--- src/rtl/kq_pkg.sv ---
package kq_pkg;

    // State of the key validator between tick samples
    typedef enum logic [1:0] {
        VAL_IDLE    = 2'd0,  // last sample: no key
        VAL_PENDING = 2'd1,  // last sample: key seen once, not yet accepted
        VAL_TAKEN   = 2'd2   // current hold already accepted
    } val_state_e;

    // Circular increment for queue pointers
    function automatic int unsigned wrap_inc(input int unsigned v, input int unsigned n);
        return (v + 1 >= n) ? 0 : v + 1;
    endfunction

endpackage

--- src/rtl/kq_validator.sv ---
module kq_validator #(
    parameter int KEY_W = 4
) (
    input  logic             clk,
    input  logic             rst,
    input  logic             tick,
    input  logic             key_down,
    input  logic [KEY_W-1:0] key_code,
    output logic             accept,
    output logic [KEY_W-1:0] accept_code
);
    import kq_pkg::*;

    val_state_e       state_q, state_d;
    logic [KEY_W-1:0] last_q;
    logic             acc_d;

    always_comb begin
        state_d = state_q;
        acc_d   = 1'b0;
        if (tick) begin
            if (!key_down) begin
                state_d = VAL_IDLE;
            end else if (state_q == VAL_IDLE || key_code != last_q) begin
                state_d = VAL_PENDING;
            end else if (state_q == VAL_PENDING) begin
                state_d = VAL_TAKEN;
                acc_d   = 1'b1;
            end
        end
    end

    always_ff @(posedge clk) begin
        if (rst) begin
            state_q <= VAL_IDLE;
            last_q  <= '0;
        end else begin
            state_q <= state_d;
            if (tick && key_down) last_q <= key_code;
        end
    end

    assign accept      = acc_d;
    assign accept_code = key_code;

    AST_ACCEPT_ON_TICK: assert property (@(posedge clk) disable iff (rst)
        accept |-> tick && key_down);
    AST_SINGLE_ACCEPT: assert property (@(posedge clk) disable iff (rst)
        accept |=> !accept);
endmodule

--- src/rtl/kq_queue.sv ---
module kq_queue #(
    parameter int KEY_W = 4,
    parameter int DEPTH = 8
) (
    input  logic             clk,
    input  logic             rst,
    input  logic             push,
    input  logic [KEY_W-1:0] push_data,
    input  logic             rd_en,
    output logic [KEY_W-1:0] head,
    output logic             nonempty,
    output logic             pop,
    output logic             drop
);
    import kq_pkg::*;

    localparam int PW = (DEPTH > 1) ? $clog2(DEPTH) : 1;
    localparam int CW = $clog2(DEPTH + 1);

    logic [KEY_W-1:0] mem [DEPTH];
    logic [PW-1:0]    wr_ptr, rd_ptr;
    logic [CW-1:0]    count;
    logic             full, store;

    assign full     = (count == CW'(DEPTH));
    assign nonempty = (count != '0);
    assign pop      = rd_en && nonempty;
    assign store    = push && (!full || pop);
    assign drop     = push && full && !pop;
    assign head     = mem[rd_ptr];

    always_ff @(posedge clk) begin
        if (store) mem[wr_ptr] <= push_data;
    end

    always_ff @(posedge clk) begin
        if (rst) begin
            wr_ptr <= '0;
            rd_ptr <= '0;
            count  <= '0;
        end else begin
            if (store) wr_ptr <= PW'(wrap_inc(32'(wr_ptr), DEPTH));
            if (pop)   rd_ptr <= PW'(wrap_inc(32'(rd_ptr), DEPTH));
            case ({store, pop})
                2'b10:   count <= count + 1'b1;
                2'b01:   count <= count - 1'b1;
                default: count <= count;
            endcase
        end
    end

    AST_NO_OVERFLOW: assert property (@(posedge clk) disable iff (rst)
        count <= CW'(DEPTH));
    AST_DROP_KEEPS_COUNT: assert property (@(posedge clk) disable iff (rst)
        drop |=> $stable(count));
    AST_POP_SHRINKS: assert property (@(posedge clk) disable iff (rst)
        (pop && !store) |=> (count == $past(count) - 1'b1));
    AST_FULL_SWAP: assert property (@(posedge clk) disable iff (rst)
        (full && pop && push) |=> (count == CW'(DEPTH)));
endmodule

--- src/rtl/kq_stall_watch.sv ---
module kq_stall_watch #(
    parameter int STALL_TICKS = 20
) (
    input  logic clk,
    input  logic rst,
    input  logic tick,
    input  logic nonempty,
    input  logic pop,
    output logic fire
);
    localparam int SW = $clog2(STALL_TICKS + 1);

    logic [SW-1:0] cnt;

    always_ff @(posedge clk) begin
        if (rst) begin
            cnt  <= '0;
            fire <= 1'b0;
        end else begin
            fire <= 1'b0;
            if (!nonempty || pop) begin
                cnt <= '0;
            end else if (tick) begin
                if (cnt == SW'(STALL_TICKS - 1)) begin
                    cnt  <= '0;
                    fire <= 1'b1;
                end else begin
                    cnt <= cnt + 1'b1;
                end
            end
        end
    end

    AST_STALL_BOUND: assert property (@(posedge clk) disable iff (rst)
        cnt < SW'(STALL_TICKS));
    AST_FIRE_PULSE: assert property (@(posedge clk) disable iff (rst)
        fire |=> !fire);
    AST_CLEAR_ON_READ: assert property (@(posedge clk) disable iff (rst)
        (pop || !nonempty) |=> (cnt == '0));
endmodule

--- src/rtl/key_queue_guard.sv ---
module key_queue_guard #(
    parameter int KEY_W       = 4,
    parameter int DEPTH       = 8,
    parameter int STALL_TICKS = 20
) (
    input  logic             clk,
    input  logic             rst,
    input  logic             tick,
    input  logic             key_down,
    input  logic [KEY_W-1:0] key_code,
    input  logic             rd_en,
    output logic [KEY_W-1:0] rd_data,
    output logic             rd_valid,
    output logic             full_alarm,
    output logic             wdog_rst
);
    logic             accept, pop, drop;
    logic [KEY_W-1:0] accept_code;

    kq_validator #(.KEY_W(KEY_W)) u_val (
        .clk(clk), .rst(rst), .tick(tick), .key_down(key_down),
        .key_code(key_code), .accept(accept), .accept_code(accept_code)
    );

    kq_queue #(.KEY_W(KEY_W), .DEPTH(DEPTH)) u_q (
        .clk(clk), .rst(rst), .push(accept), .push_data(accept_code),
        .rd_en(rd_en), .head(rd_data), .nonempty(rd_valid),
        .pop(pop), .drop(drop)
    );

    kq_stall_watch #(.STALL_TICKS(STALL_TICKS)) u_wd (
        .clk(clk), .rst(rst), .tick(tick), .nonempty(rd_valid),
        .pop(pop), .fire(wdog_rst)
    );

    always_ff @(posedge clk) begin
        if (rst) full_alarm <= 1'b0;
        else     full_alarm <= drop;
    end

    AST_ALARM_PULSE: assert property (@(posedge clk) disable iff (rst)
        full_alarm |=> !full_alarm);
    AST_ALARM_NEEDS_DATA: assert property (@(posedge clk) disable iff (rst)
        full_alarm |-> rd_valid);
endmodule

--- config.mk ---
export PLATFORM = sky130hd
export DESIGN_NAME = key_queue_guard
export DESIGN_NICKNAME = d
export VERILOG_FILES = /design/src/rtl/kq_pkg.sv /design/src/rtl/kq_validator.sv /design/src/rtl/kq_queue.sv /design/src/rtl/kq_stall_watch.sv /design/src/rtl/key_queue_guard.sv
export SDC_FILE = /design/constraint.sdc
export NUM_CORES = 1
export LEC_CHECK = 0
export BUFFER_PORTS_ARGS = -buffer_cell sky130_fd_sc_hd__buf_2
export CELL_PAD_IN_SITES_DETAIL_PLACEMENT = 0
export CELL_PAD_IN_SITES_GLOBAL_PLACEMENT = 2
export CORE_MARGIN = 10
export CORE_UTILIZATION = 37
export DETAILED_ROUTE_END_ITERATION = 12
export PLACE_DENSITY_LB_ADDON = 0.08
export SLEW_MARGIN = 40
export SYNTH_ARGS = -nofsm -noshare
export SYNTH_HDL_FRONTEND = slang
export SYNTH_HIERARCHICAL = 1
export SYNTH_SLANG_ARGS = --single-unit
--- constraint.sdc ---
create_clock -name clk -period 3 [get_ports clk]
set_input_delay 0.75 -clock clk [delete_from_list [all_inputs] [get_ports clk]]
set_output_delay 0.75 -clock clk [all_outputs]
set_load 0.005 [all_outputs]
==> results.ini <==
[cells_and_area]
fin_cells=320
final_layout_size_suffix_gt1_frac=0.304
fin_area_mm2=0.00300
fin_nets=250
area_growth_pct=17.4
diodes=0
mostFrequentLayoutCell=edfxtp_1
layout_common_cells=edfxtp_1, dfxtp_1, buf_4, nand2_1, buf_2
fillCellCount=632
postLayoutCoreUtil=0.444

[sta]
final-max-slew-violation-count=0
holdWs_ns=0.477
period_share=0.922
post-route-min-period_ns=2.77
final_hold_viol_count=0
clock_skew_ns=0.00688
fmax_mhz=361
rsz0062_at_grt=no
fin_setup_tns_ns=0
worstMarginPinSlew_ns=0.589
setup_viol=0
max_slew_margin=0.607
setup_slack_ns=0.233

[detailed_routing]
dr.pass1.iters=5
first_iter_violations=55
drc=0
vias_per_cell=5.14
ant_nets=0
routed_wl_mm=4.99
wire_per_inst_um=15.6
num_vias=1646

[worst_setup_path]
cp_cell_sequence=mux4_2 > mux2_2 > buf_2
critPathTopFamily=multiplexers
setup.worst_path.class=reg -> out
crit_path_start_kind=flop
r2r_start=u_val/last_q[2]$_SDFFE_PP0P_
worstPathArrival_ns=2.02
end_kind=output pin
crit_buf_inv=1
crit_path_max_incr_delay_ns=0.69
reg2reg_depth=13
worst-r2r-setup-slack_ns=0.44
slowest_stage=dfxtp_1
critPathMaxFanout=8
required_ns=2.25
r2r_end=u_q/count[2]$_SDFFE_PP0P_

[clocking]
clkTransAtPathRegs_ns=0.07
hold_buffers=0
htree_levels=3
clock_latency_ns=0.32
cts_tree=built
cts_root_buf=clkbuf_8
cts_buffer_depth=2
cts_resized=0
clock_sinks=58
postCtsSetupRepairBufs=0
cts_made_buffers=9

[place]
placement.io_buffers=15
place_inst=304
place_congestion=0.801
detailedPlace.worstSlack_ns=-0.0794
place_area_mm2=0.00282
dpl.hpwl_mm=3.64

[synth]
yosysUniqueCellTypes=48
synth-warning-count=6
synthCells=201
async_reset_ff_frac=0
synth.avg_cell_area_um2=12.7
synthFlopType=edfxtp_1
synth_edf_count=32
syn-num-nets=216
ys_seq_area_frac=0.580
synth_area_mm2=0.00256
ys_ff_latch=58

[worst_hold_path]
holdPathEnd=u_val/last_q[0]$_SDFFE_PP0P_
hold_start=u_val/last_q[0]$_SDFFE_PP0P_
hp-class=reg -> reg
min_path_cells=2

[floorplan]
initial_core_util=0.378
dieArea_mm2=0.0106
core-area_mm2=0.00676
ioPinCount=16
dieWidth_um=103
num_rows=30
die_h_um=103

[global_route]
overflow=0
first_global_vias=1662
gr-usage-met3=0.0288
grt_use_total=0.101
grt_start_max_net_pins=21
grtUsageMet2=0.166
grt_pass1_wl_mm=7.98
use_met1=0.115
grt-busiest-layer=met2
antenna_found_initial=0

[job]
max_cap_viol_count=0

[power]
pwr_density_cell_mw_per_mm2=521
ir_drop_mv=0.230
p_leak_nw=1.07
power_mw=1.56

[status]
status=finished, final reports clean

[layer usage]
| metal | part of all wire | wire length [um] |
|---|---|---|
| met5 | 0 | 0 |
| met4 | 0.011 | 53 |
| met3 | 0.031 | 153 |
| met2 | 0.52 | 2580 |
| met1 | 0.44 | 2210 |
[cells by family after synthesis]
group           synth area share
simple gates               0.135
flops                      0.580
mux                        0.104
xor+xnor                  0.0343
buf+inv                   0.0377
fa+ha+maj                 0.0294
compound gates            0.0803
[state kept, by name, indices dropped and copies added, names as in the netlist, named ones only]
signal	cells
u_wd/fire	1
u_wd/cnt	5
u_q/wr_ptr	3
u_q/count	4
u_q/rd_ptr	3
u_val/last_q	4
full_alarm	1
u_val/state_q	2
u_q/mem	32
[tightest hold or removal path: stages, from the launching register on]
cell and delay [ns]:
dfxtp_1 0.32, nand2_1 0.05, a21oi_1 0.06
[power by group]
part	switching, mW	total [mW]	internal, mW	leakage (nW)
clock network	0.290	0.668	0.377	0.0958
registers	0.00301	0.843	0.840	0.497
logic	0.0305	0.0520	0.0216	0.476
[worst max-delay path by stage]
stage                      startpoint                         to  cells after the start
after floorplan              key_down  u_q/count[2]$_SDFFE_PP0P_                     13
after global placement    key_code[1]  u_q/count[2]$_SDFFE_PP0P_                     14
after detailed placement  key_code[2]  u_q/count[2]$_SDFFE_PP0P_                     14
after CTS                        flop                 rd_data[0]                      3
after global routing      key_code[2]  u_q/count[2]$_SDFFE_PP0P_                     14
final                            flop                 rd_data[0]                      3
[synthesized netlist by cell type, types with 2 or more instances]
cell | count | share of area
a21oi_1 | 12 | 0.023
buf_6 | 2 | 0.0088
buf_4 | 4 | 0.012
mux4_2 | 8 | 0.070
nor4_1 | 2 | 0.0049
dfxtp_1 | 26 | 0.20
mux2i_1 | 3 | 0.012
nor2b_1 | 2 | 0.0049
mux2_2 | 4 | 0.018
inv_1 | 5 | 0.0073
o21ai_0 | 5 | 0.0098
a21oi_2 | 3 | 0.010
edfxtp_1 | 32 | 0.38
ha_1 | 6 | 0.029
clkbuf_1 | 3 | 0.0044
xor2_1 | 4 | 0.014
nor3_1 | 5 | 0.0098
nor2_1 | 14 | 0.021
nand2_1 | 16 | 0.023
xnor2_1 | 6 | 0.021
nand3_1 | 8 | 0.016
nand2b_1 | 5 | 0.012
[layout make-up]
class                      instances  area [um2]  area share
clock inverter                     6        57.6      0.0192
timing repair buffer              34         218      0.0726
tap                               80         100      0.0334
sequential                        58        1480       0.494
inverter                           6        22.5     0.00751
multi-input combinational        126         993       0.331
clock buffer                      10         128      0.0425
Note: power is estimated with default switching activity, not from simulation.
